==> config.mk <==
export PLATFORM = sky130hd
export DESIGN_NAME = dual_mode_timer
export DESIGN_NICKNAME = d
export VERILOG_FILES = /design/src/rtl/timer_pkg.sv /design/src/rtl/timer_datapath.sv /design/src/rtl/timer_ctrl.sv /design/src/rtl/dual_mode_timer.sv
export SDC_FILE = /design/constraint.sdc
export NUM_CORES = 1
export LEC_CHECK = 0
export BUFFER_PORTS_ARGS = -buffer_cell sky130_fd_sc_hd__buf_2
export CAP_MARGIN = 20
export CORE_MARGIN = 2
export CORE_UTILIZATION = 50
export CTS_CLUSTER_DIAMETER = 100
export DETAILED_ROUTE_END_ITERATION = 16
export GPL_TIMING_DRIVEN = 0
export HOLD_SLACK_MARGIN = 0.06
export PLACE_DENSITY = 0.75
export SYNTH_ARGS = -nofsm -noshare
export SYNTH_HDL_FRONTEND = slang
export SYNTH_SLANG_ARGS = --single-unit
export TNS_END_PERCENT = 20
==> constraint.sdc <==
create_clock -name clk -period 2 [get_ports clk]
set_clock_uncertainty 0.15 [all_clocks]
set_input_delay 0.2 -clock clk [delete_from_list [all_inputs] [get_ports clk]]
set_output_delay 0.2 -clock clk [all_outputs]
set_load 0.02 [all_outputs]
==> src/rtl/timer_pkg.sv <==
package timer_pkg;
  localparam int unsigned DATA_W = 16;
  localparam int unsigned ADDR_W = 2;

  localparam logic [ADDR_W-1:0] ADDR_LOAD  = 2'd0;
  localparam logic [ADDR_W-1:0] ADDR_VALUE = 2'd1;
  localparam logic [ADDR_W-1:0] ADDR_CTRL  = 2'd2;
  localparam logic [ADDR_W-1:0] ADDR_CLEAR = 2'd3;

  localparam int unsigned CTRL_W      = 3;
  localparam int unsigned BIT_ENABLE  = 0;
  localparam int unsigned BIT_PERIOD  = 1;
  localparam int unsigned BIT_SLOWSEL = 2;

  typedef struct packed {
    logic loadNow;
    logic stepNow;
    logic periodic;
  } tmrStrobes_t;
endpackage

==> src/rtl/timer_datapath.sv <==
module timer_datapath
  import timer_pkg::*;
#(
  parameter int unsigned WIDTH = DATA_W
) (
  input  logic             clk,
  input  logic             rstN,
  input  tmrStrobes_t      strobes,
  input  logic [WIDTH-1:0] wrData,
  output logic [WIDTH-1:0] count,
  output logic [WIDTH-1:0] loadReg,
  output logic             cntZero
);
  localparam logic [WIDTH-1:0] MAX_VAL = {WIDTH{1'b1}};

  logic [WIDTH-1:0] countNext;
  logic [WIDTH-1:0] wrapVal;

  assign cntZero = (count == '0);
  assign wrapVal = strobes.periodic ? loadReg : MAX_VAL;

  always_comb begin
    countNext = count;
    if (strobes.loadNow) begin
      countNext = wrData;
    end else if (strobes.stepNow) begin
      countNext = cntZero ? wrapVal : count - 1'b1;
    end
  end

  always_ff @(posedge clk) begin
    if (!rstN) begin
      count   <= '0;
      loadReg <= '0;
    end else begin
      count <= countNext;
      if (strobes.loadNow) loadReg <= wrData;
    end
  end

  // a load lands in the counter at the next edge
  a_r2_load_now: assert property (@(posedge clk) disable iff (!rstN)
    strobes.loadNow |=> (count == $past(wrData)));
  // a normal step lowers the count by exactly one
  a_r3_step_one: assert property (@(posedge clk) disable iff (!rstN)
    (strobes.stepNow && !strobes.loadNow && !cntZero) |=> (count == $past(count) - 1'b1));
  // free-running underflow wraps to all ones
  a_r4_wrap: assert property (@(posedge clk) disable iff (!rstN)
    (strobes.stepNow && !strobes.loadNow && cntZero && !strobes.periodic) |=> (count == MAX_VAL));
  // periodic underflow reloads the stored value
  a_r5_reload: assert property (@(posedge clk) disable iff (!rstN)
    (strobes.stepNow && !strobes.loadNow && cntZero && strobes.periodic) |=> (count == $past(loadReg)));
  // no strobe, no change
  a_r7_hold: assert property (@(posedge clk) disable iff (!rstN)
    (!strobes.stepNow && !strobes.loadNow) |=> $stable(count));
endmodule

==> src/rtl/timer_ctrl.sv <==
module timer_ctrl
  import timer_pkg::*;
#(
  parameter int unsigned WIDTH = DATA_W,
  parameter int unsigned AW    = ADDR_W
) (
  input  logic             clk,
  input  logic             rstN,
  input  logic [AW-1:0]    busAddr,
  input  logic             busWrEn,
  input  logic [WIDTH-1:0] busWrData,
  output logic [WIDTH-1:0] busRdData,
  input  logic             tickFast,
  input  logic             tickSlow,
  input  logic [WIDTH-1:0] cntValue,
  input  logic [WIDTH-1:0] loadValue,
  input  logic             cntZero,
  output tmrStrobes_t      strobes,
  output logic             irq
);
  logic [CTRL_W-1:0] ctrlReg;
  logic wrLoad, wrCtrl, wrClear;
  logic tickSel, underflow;

  assign wrLoad  = busWrEn && (busAddr == ADDR_LOAD);
  assign wrCtrl  = busWrEn && (busAddr == ADDR_CTRL);
  assign wrClear = busWrEn && (busAddr == ADDR_CLEAR);

  assign tickSel = ctrlReg[BIT_SLOWSEL] ? tickSlow : tickFast;

  assign strobes.loadNow  = wrLoad;
  assign strobes.stepNow  = ctrlReg[BIT_ENABLE] && tickSel && !wrLoad;
  assign strobes.periodic = ctrlReg[BIT_PERIOD];

  assign underflow = strobes.stepNow && cntZero;

  always_ff @(posedge clk) begin
    if (!rstN) begin
      ctrlReg <= '0;
      irq     <= 1'b0;
    end else begin
      if (wrCtrl) ctrlReg <= busWrData[CTRL_W-1:0];
      if (underflow)    irq <= 1'b1;
      else if (wrClear) irq <= 1'b0;
    end
  end

  always_comb begin
    busRdData = '0;
    unique case (busAddr)
      ADDR_LOAD:  busRdData = loadValue;
      ADDR_VALUE: busRdData = cntValue;
      ADDR_CTRL:  busRdData = {{(WIDTH-CTRL_W){1'b0}}, ctrlReg};
      default:    busRdData = '0;
    endcase
  end

  // underflow raises the interrupt at the next edge
  a_r8_irq_rise: assert property (@(posedge clk) disable iff (!rstN)
    underflow |=> irq);
  // a clear without a competing underflow drops the interrupt
  a_r9_clear: assert property (@(posedge clk) disable iff (!rstN)
    (wrClear && !underflow) |=> !irq);
  // the interrupt only rises through an underflow
  a_r9_no_spurious: assert property (@(posedge clk) disable iff (!rstN)
    $rose(irq) |-> $past(underflow));
  // a disabled timer issues no steps
  a_r7_no_step: assert property (@(posedge clk) disable iff (!rstN)
    !ctrlReg[BIT_ENABLE] |-> !strobes.stepNow);
  // control bits follow the last write
  a_r11_ctrl: assert property (@(posedge clk) disable iff (!rstN)
    wrCtrl |=> (ctrlReg == $past(busWrData[CTRL_W-1:0])));
endmodule

==> src/rtl/dual_mode_timer.sv <==
module dual_mode_timer
  import timer_pkg::*;
#(
  parameter int unsigned WIDTH = DATA_W,
  parameter int unsigned AW    = ADDR_W
) (
  input  logic             clk,
  input  logic             rstN,
  input  logic [AW-1:0]    busAddr,
  input  logic             busWrEn,
  input  logic [WIDTH-1:0] busWrData,
  output logic [WIDTH-1:0] busRdData,
  input  logic             tickFast,
  input  logic             tickSlow,
  output logic             irq
);
  tmrStrobes_t      strobes;
  logic [WIDTH-1:0] count;
  logic [WIDTH-1:0] loadReg;
  logic             cntZero;

  timer_ctrl #(.WIDTH(WIDTH), .AW(AW)) uCtrl (
    .clk       (clk),
    .rstN      (rstN),
    .busAddr   (busAddr),
    .busWrEn   (busWrEn),
    .busWrData (busWrData),
    .busRdData (busRdData),
    .tickFast  (tickFast),
    .tickSlow  (tickSlow),
    .cntValue  (count),
    .loadValue (loadReg),
    .cntZero   (cntZero),
    .strobes   (strobes),
    .irq       (irq)
  );

  timer_datapath #(.WIDTH(WIDTH)) uData (
    .clk     (clk),
    .rstN    (rstN),
    .strobes (strobes),
    .wrData  (busWrData),
    .count   (count),
    .loadReg (loadReg),
    .cntZero (cntZero)
  );
endmodule

==> results of run 1 <==
[where the power goes]
group | switching [uW] | total, uW | internal (uW)
clock network | 273 | 580 | 307
registers | 60.0 | 814 | 754
logic | 350 | 638 | 288
total | 683 | 2030 | 1350
[critical path, stage by stage (launching register included)]
cell     delay [ps]
dfxtp_2         350
nor4_4          370
nand2_2         140
or3_4           380
or4_1           460
o311a_1         110
[cell families (layout without fill, tap and decap cells)]
family,count (synthesis),after routing,share of synthesized area (%)
mux,20,20,8.974
buf+inv,26,97,4.794
flops,36,36,32.11
compound gates,95,95,26.53
fa+ha+maj,2,2,1.115
xor+xnor,3,3,1.171
simple gates,114,114,25.31
[cells in the final DEF, fill, tap and decap left out, types with 10 or more instances in the layout]
cell type	count
buf_4	13
nand2_1	47
nor2_1	24
a21oi_1	34
o21ai_0	21
dlygate4sd3_1	16
buf_2	39
mux2i_1	19
dfxtp_1	28
clkbuf_1	10
[cell type report]
type / instances / area [um2] / area share, %
plain buffers: 19 / 106.4 / 3.551
repair buffers: 67 / 445.4 / 14.87
well taps: 52 / 65.06 / 2.172
multi-input cells: 234 / 1534 / 51.21
flip-flops and latches: 36 / 733.2 / 24.48
inverters: 4 / 15.01 / 0.5013
clock buffers: 7 / 96.34 / 3.216
[state kept, by name, indices dropped and copies added (netlist names)]
signal         count
uData.count       16
uCtrl.ctrlReg      3
uData.loadReg     16
uCtrl.irq          1
[metrics by stage]
step / instances / area [um2] / hold WS, ps / setup slack (ps) / power [uW]
2_1_floorplan: 296 / 2250 / 182.4 / -35.99 / 1158
3_3_place_gp: 387 / 2510 / 298.0 / -762.9 / 1291
3_5_place_dp: 387 / 2510 / 291.7 / -745.2 / 1300
4_1_cts: 414 / 2883 / 84.24 / -87.07 / 1945
5_1_grt: 419 / 2995 / 116.0 / -140.8 / 2107
6_report: 419 / 2995 / 78.33 / -88.26 / 2032
[metal layers]
metal | wire [um] | up-vias | share of wire (%)
met4 | 210 | 0 | 2.8
met1 | 3132 | 1209 | 42
met3 | 685 | 29 | 9.2
li1 | - | 1233 | -
met2 | 3427 | 165 | 46
met5 | 0 | - | 0
[worst paths after layout]
check	start	cells after the start	slack, ps	end
max	uData.count[15]	5	-90	uData.count[8]
min	rstN	3	80	uData.count[9]
max reg2reg	uData.count[15]	5	-90	uData.count[8]
min reg2reg	uData.loadReg[15]	2	330	uData.loadReg[15]
[synth_stat cells (4+ instances only)]
cell | count | share of area (%)
o21ai_0 | 22 | 4.9
nor3_1 | 4 | 0.89
nor2_1 | 26 | 4.3
nand2_1 | 48 | 8.0
nand3_1 | 5 | 1.1
o211ai_1 | 6 | 2.0
a21oi_1 | 34 | 7.6
dfxtp_1 | 36 | 32
clkbuf_1 | 16 | 2.7
a31oi_1 | 4 | 1.1
nor3b_1 | 4 | 1.3
mux2i_1 | 19 | 8.5
nand4_1 | 7 | 2.0
[repair_timing]
item | in CTS | in global routing
pin swaps | 5 | 8
hold endpoints to repair | 25 | 0
gates resized for setup | 22 | 22
setup buffers | 4 | 8
endpoints found under the setup margin | 36 | 30
hold buffers | 16 | 0
==> flow_summary.yaml, run 1 <==
detailed_routing:
  finalWirelength_mm: 7.455
  wl_per_cell_um: 17.79
  vias: 2636
  drt-vias-per-instance: 6.291
  ant_nets: 0
  drtPass1Iterations: 5
  drc_errors: 0
  drt_iter0_drc: 303
finish:
  num-nets-final: 392
  area_delta_synth_final_pct: 33.44
  antenna_cells: 0
  num-fill-cells: 354
  drive_gt1_share_pct: 27.52
  final_util_pct: 68.79
setup_path:
  critPathKind: "register to register"
  worstSetupEndpointType: "register"
  cp.arrival_ps: 2130
  start_kind: "register"
  crit_required_ps: 2040
  critPathMaxFanout: 4
cts:
  clkLatencyLatePin_ps: 300
  path_clk_slew_ps: 80
  cts_buffers: 5
  clk_path_buf_depth: 2
  cts_root_buffer: "clkbuf_8"
  h-tree-depth: 2
  tritoncts: "built"
  clock_sinks: 36
yosys:
  yosys_warnings: 0
  async_flop_share_pct: 0
  avgSynthCellArea_um2: 7.583
  synthesis.nets: 321
  ys_ff_latch: 36
  synth_edf_count: 0
  synth_ff_type: "dfxtp_1"
  syn-cell-area_um2: 2245
  yosysSeqAreaShare_pct: 32.11
  ys_types: 51
  syn_inst: 296
timing:
  max_freq_mhz: 478.9
  slew_headroom_pct: 55.05
  tns_ps: -205.4
  setup_violations: 6
  rsz0062_at_grt: "true"
  layout_setup_ws_ps: -88.26
  drv_slew: 0
  worst_slew_pin_slew_ps: 671.2
  period_share_pct: 104.4
  post-route-min-period_ps: 2088
  hold_violations: 0
grt:
  antenna_found_initial: 0
  grtUsageMet2_pct: 47.46
  grtUsageMet1_pct: 35.98
  grt_max_degree: 11
  grt_first_pass_wirelength_mm: 11.41
  first_global_vias: 2404
  grt.met3_usage_pct: 5.983
  overflow: 0
  top_usage_layer: "met2"
  grtUsageTotal_pct: 28.65
outcome:
  status: "complete, but fails checks"
  failed_checks: "negative setup slack"
placement:
  hpwl_mm: 4.787
  port_buffers: 39
  gp_congestion: 0.9374
pwr:
  powerDensity_nw_per_um2: 678.4
  p_leak_uw: 0.001228
  irDropWorstVdd_uv: 426.4
floorplanning:
  core_area_um2: 4354
  die_area_um2: 5041
  initial_core_util_pct: 51.55
  die_h_um: 71
  chipWidth_um: 71
  row_count: 24
  num_io_pins: 40
worst_hold_path:
  min_path_type: "input pin to register"
job:
  maxCapViolCount: 0
No activity file was read; power rests on OpenSTA's default activity.
==> run 2: changes to the inputs <==
--- a/config.mk
+++ b/config.mk
@@ -8,12 +8,12 @@
 export BUFFER_PORTS_ARGS = -buffer_cell sky130_fd_sc_hd__buf_2
 export CAP_MARGIN = 20
 export CORE_MARGIN = 2
-export CORE_UTILIZATION = 50
+export CORE_UTILIZATION = 60
 export CTS_CLUSTER_DIAMETER = 100
 export DETAILED_ROUTE_END_ITERATION = 16
 export GPL_TIMING_DRIVEN = 0
 export HOLD_SLACK_MARGIN = 0.06
-export PLACE_DENSITY = 0.75
+export PLACE_DENSITY = 0.85
 export SYNTH_ARGS = -nofsm -noshare
 export SYNTH_HDL_FRONTEND = slang
 export SYNTH_SLANG_ARGS = --single-unit
==> constraint.sdc (replaced) <==
create_clock -name clk -period 2.5 [get_ports clk]
set_clock_uncertainty 0.15 [all_clocks]
set_input_delay 0.25 -clock clk [delete_from_list [all_inputs] [get_ports clk]]
set_output_delay 0.25 -clock clk [all_outputs]
set_load 0.02 [all_outputs]
==> run 2 against run 1 <==
Effect of this change: the flow now finishes without violations; setup slack better by 140 ps; flip-flop and latch count unchanged; sequential share of layout area up 2.9 points; routed wire length down 2.5%; largest power group unchanged; highest routed layer unchanged.
==> flow_summary.yaml, run 2 (same netlist as run 1, synthesis figures left out) <==
outcome:
  status: "finished clean"
cts:
  cts_root_buffer: "clkbuf_8"
  clkLatencyLatePin_ps: 290
  tritoncts: "built"
  clk_path_buf_depth: 2
  h-tree-depth: 2
  clock_sinks: 36
  cts_buffers: 5
  path_clk_slew_ps: 80
timing:
  whs_ps: 55.16
  setup_violations: 0
  drv_slew: 0
  slew_headroom_pct: 25.79
  post-route-min-period_ps: 2452
  hold_violations: 0
  rsz0062_at_grt: "false"
  tns_ps: 0
  period_share_pct: 98.10
  max_freq_mhz: 407.8
  worst_slew_pin_slew_ps: 1103
grt:
  grt_max_degree: 11
  antenna_found_initial: 0
  first_global_vias: 2299
  overflow: 0
  grt_first_pass_wirelength_mm: 11.50
  grtUsageTotal_pct: 35.99
finish:
  stdcell_count: 394
  num-nets-final: 371
  multiInputGateArea_um2: 1436
  final_common_cell: "nand2_1"
  seq_area_um2: 720.7
  reg.largest.list: "uData.count: 16 flops, uData.loadReg: 16 flops, uCtrl.ctrlReg: 3 flops"
  final_util_pct: 72.56
  antenna_cells: 0
  drive_gt1_share_pct: 17.63
  final_cell_mix: "nand2_1, buf_2, dfxtp_1"
  num-fill-cells: 347
  area_delta_synth_final_pct: 17.45
setup_path:
  path_buf_inv: 4
  critPathKind: "input pin to register"
  r2r_start: "uData.count[7]"
  crit_required_ps: 2550
  critPathSlowestCell: "nor3b_1"
  worstSetupEndpointType: "register"
  start_kind: "input pin"
  setup.worst_path.start: "busAddr[1]"
  cp.arrival_ps: 2510
  critPathMaxFanout: 10
  crit_chain: "buf_2 > nor3b_1 > buf_4 > clkbuf_1 > clkbuf_1 > nand2_1 > a21oi_1"
  worst-r2r-setup-slack_ps: 130
  cp_common_cell: "clkbuf_1"
  cp_top_family: "buffers and inverters"
  slowest_delay_ps: 620
floorplanning:
  die_h_um: 65.17
  num_io_pins: 40
  core_area_um2: 3633
  chipWidth_um: 65.17
  row_count: 22
  initial_core_util_pct: 61.78
  die_area_um2: 4246
placement:
  hpwl_mm: 4.958
  place_inst: 384
  gp_congestion: 0.9329
  port_buffers: 39
pwr:
  finalPower_uw: 1459
  irDropWorstVdd_uv: 368.3
  powerDensity_nw_per_um2: 553.6
  p_leak_uw: 0.001068
detailed_routing:
  drc_errors: 0
  finalWirelength_mm: 7.266
  ant_nets: 0
  drt-vias-per-instance: 6.284
  wl_per_cell_um: 18.44
  vias: 2476
  drtPass1Iterations: 7
  drt_iter0_drc: 275
worst_hold_path:
  hold_start: "busWrData[0]"
  min_path_type: "input pin to register"
job:
  maxCapViolCount: 0
==> run 2: final timing paths <==
check                           to  cells after the start
setup / recovery  uData.loadReg[4]                      7
hold / removal    uCtrl.ctrlReg[0]                      3
setup reg to reg    uData.count[9]                      6
hold reg to reg   uData.loadReg[6]                      2
==> run 2: per-layer routing <==
layer  vias to the layer above  part of all wire [%]  track usage, %
met4                         0                   2.1           17.71
li1                       1185                     -               -
met5                         -                     0               0
met3                        16                   7.9           6.164
met2                       137                    47           57.02
met1                      1138                    43           47.36
==> run 2: area by class of cell <==
cell class                      instances  share of cell area, %
Timing Repair Buffer                   43                  8.828
Tap cell                               48                  2.278
Sequential cell                        36                  27.34
Clock buffer                            6                  2.753
Inverter                                4                 0.5695
Clock inverter                          1                 0.1898
Buffer                                 22                  3.560
Multi-Input combinational cell        234                  54.49
==> run 2: through the flow <==
| stage | cell area (um2) | setup slack, ps |
|---|---|---|
| 6_report | 2636 | 47.52 |
| 2_1_floorplan | 2245 | 393.5 |
| 3_5_place_dp | 2507 | -132.7 |
| 5_1_grt | 2636 | 4.800 |
| 4_1_cts | 2626 | 42.78 |
| 3_3_place_gp | 2500 | -255.8 |
==> run 2: worst min-delay path: cells and delay by family <==
kind	cells	cell delay [ps]
multiplexers	1	60
AND/OR/NAND/NOR	1	70
buffers and inverters	1	90
==> run 2: timing repair <==
item | 4_1_cts | 5_1_grt
hold endpoints to repair | 4 | 0
endpoints found under the setup margin | 6 | 13
hold buffers | 3 | 0
resized for setup | 2 | 3
pin swaps | 0 | 0
setup buffers | 0 | 0
==> run 2: power by group <==
group / internal, uW / leakage, uW / switching, uW
sequential: 602 / 0.000293 / 38.2
combinational: 158 / 0.000734 / 263
clock: 190 / 0.0000410 / 209
total: 949 / 0.00107 / 510
==> run 3: changes to the inputs <==
--- a/config.mk
+++ b/config.mk
@@ -7,13 +7,12 @@
 export LEC_CHECK = 0
 export BUFFER_PORTS_ARGS = -buffer_cell sky130_fd_sc_hd__buf_2
 export CAP_MARGIN = 20
-export CORE_MARGIN = 2
-export CORE_UTILIZATION = 60
+export CORE_UTILIZATION = 55
 export CTS_CLUSTER_DIAMETER = 100
 export DETAILED_ROUTE_END_ITERATION = 16
 export GPL_TIMING_DRIVEN = 0
 export HOLD_SLACK_MARGIN = 0.06
-export PLACE_DENSITY = 0.85
+export PLACE_DENSITY = 0.79
 export SYNTH_ARGS = -nofsm -noshare
 export SYNTH_HDL_FRONTEND = slang
 export SYNTH_SLANG_ARGS = --single-unit
==> run 3 against run 2 <==
Effect of this change: setup slack improved by 31 ps; hold slack improved by 15 ps; sequential power barely moved; flip-flop and latch count did not move; sequential share of layout area fell by 0.95 points; via count rose by 3.1%; critical path type is now input pin to primary output; total power rose by 2.5%; final cell count rose by 2.5%; clock-buffer cell count fell by 1; largest power group unchanged; clock power rose by 8.5%.
==> flow_summary.yaml, run 3 (same netlist as run 1, synthesis figures left out) <==
outcome:
  status: "finished clean"
detailed_routing:
  finalWirelength_mm: 7.079
  ant_nets: 0
  drt-vias-per-instance: 6.319
  drc_errors: 0
  vias: 2553
  wl_per_cell_um: 17.52
  drtPass1Iterations: 5
  drt_iter0_drc: 174
timing:
  post-route-min-period_ps: 2421
  worst_slew_pin_slew_ps: 871.1
  setup_violations: 0
  hold_violations: 0
  period_share_pct: 96.84
  layout_setup_ws_ps: 79.00
  max_freq_mhz: 413.1
  drv_slew: 0
  rsz0062_at_grt: "true"
  slew_headroom_pct: 41.92
pwr:
  pwr-share-seq_pct: 42.7
  swShare_pct: 35.32
  p_leak_uw: 0.001093
  p_int_uw: 967.8
  p_clk_share_pct: 28.9
  powerDensity_nw_per_um2: 547.9
  combPwrFrac_pct: 28.4
  irDropWorstVdd_uv: 377.0
  power.switching_uw: 528.6
placement:
  port_buffers: 39
  gp_congestion: 0.9810
  hpwl_mm: 4.752
  post-place-ws_ps: -205.6
  place_inst: 383
cts:
  h-tree-depth: 2
  clock_sinks: 36
  cts_root_buffer: "clkbuf_8"
  cts_buffers: 5
  path_clk_slew_ps: 80
  clk_path_buf_depth: 2
  clkLatencyLatePin_ps: 300
  tritoncts: "built"
floorplanning:
  num_io_pins: 40
  initial_core_util_pct: 59.09
  chipWidth_um: 65.89
  row_count: 22
  die_area_um2: 4341
  core_area_um2: 3799
  die_h_um: 65.89
finish:
  final_util_pct: 71.90
  area_delta_synth_final_pct: 21.68
  final_common_cell: "nand2_1"
  num-nets-final: 380
  reg.largest.list: "uData.count: 16 flops, uData.loadReg: 16 flops, uCtrl.ctrlReg: 3 flops"
  drive_gt1_share_pct: 17.98
  final_cell_mix: "nand2_1, buf_2, dfxtp_1"
  antenna_cells: 0
  stdcell_count: 404
worst_hold_path:
  min_path_type: "input pin to register"
grt:
  grt_max_degree: 14
  grt_first_pass_wirelength_mm: 10.94
  overflow: 0
  grtUsageTotal_pct: 33.95
  first_global_vias: 2195
  antenna_found_initial: 0
setup_path:
  worstSetupEndpointType: "primary output"
  start_kind: "input pin"
  critPathKind: "input pin to primary output"
  critPathMaxFanout: 10
  crit_required_ps: 2100
  cp.arrival_ps: 2020
job:
  maxCapViolCount: 0
[run 3: layer usage]
metal  track usage, %  vias to the layer above  share of wire [%]
met4            14.95                        0                2.6
met3            6.034                       21                9.6
met2            51.79                      151                 44
met1            46.25                     1175                 44
li1                 -                     1206                  -
met5                0                        -                  0
[run 3: worst max-delay path, cell delays in order]
cell	delay, ps
buf_2	100
clkbuf_1	440
buf_1	710
mux2i_1	270
nor2_1	60
buf_2	180
[run 3: per-stage QoR]
step	total power (uW)	setup TNS, ps	instance area [um2]	hold WS [ps]
floorplan	925.3	0	2245	232.4
global placement	1036	-2217	2500	307.4
detailed placement	1038	-1838	2500	316.4
CTS	1473	0	2709	61.38
global route	1559	-133.6	2731	97.09
finish	1496	0	2731	70.61
[run 3: timing repair]
action                                  in CTS  in global routing
gates cloned                                 0                  0
endpoints found under the setup margin       1                 21
hold buffers                                11                  0
endpoints found under the hold margin       12                  0
resized for setup                            1                  2
pin swaps                                    0                  1
buffers inserted                             0                  1
[run 3: worst paths after layout]
path | start | endpoint | slack, ps | cells after the start
worst max-delay path | busAddr[0] | busRdData[10] | 80 | 6
worst min-delay path | busWrData[8] | uData.loadReg[8] | 70 | 3
worst max register to register | uData.count[2] | uData.count[8] | 180 | 6
worst min register to register | uData.loadReg[4] | uData.loadReg[4] | 330 | 2
[run 3: layout make-up]
| class | count | area [um2] |
|---|---|---|
| multi-input cells | 234 | 1433 |
| fillers | 328 | 1067 |
| flip-flops and latches | 36 | 720.7 |
| repair buffers | 52 | 317.8 |
| plain buffers | 22 | 92.59 |
| clock buffers | 5 | 68.82 |
| well taps | 48 | 60.06 |
| clock inverters | 3 | 23.77 |
| inverters | 4 | 15.01 |
[run 3: power by group through the flow]
stage / Clock [uW] / Sequential, uW / Combinational [uW]
floorplan: 0 / 641 / 284
global placement: 0 / 649 / 387
detailed placement: 0 / 650 / 388
CTS: 432 / 637 / 405
global route: 455 / 642 / 462
finish: 432 / 639 / 425
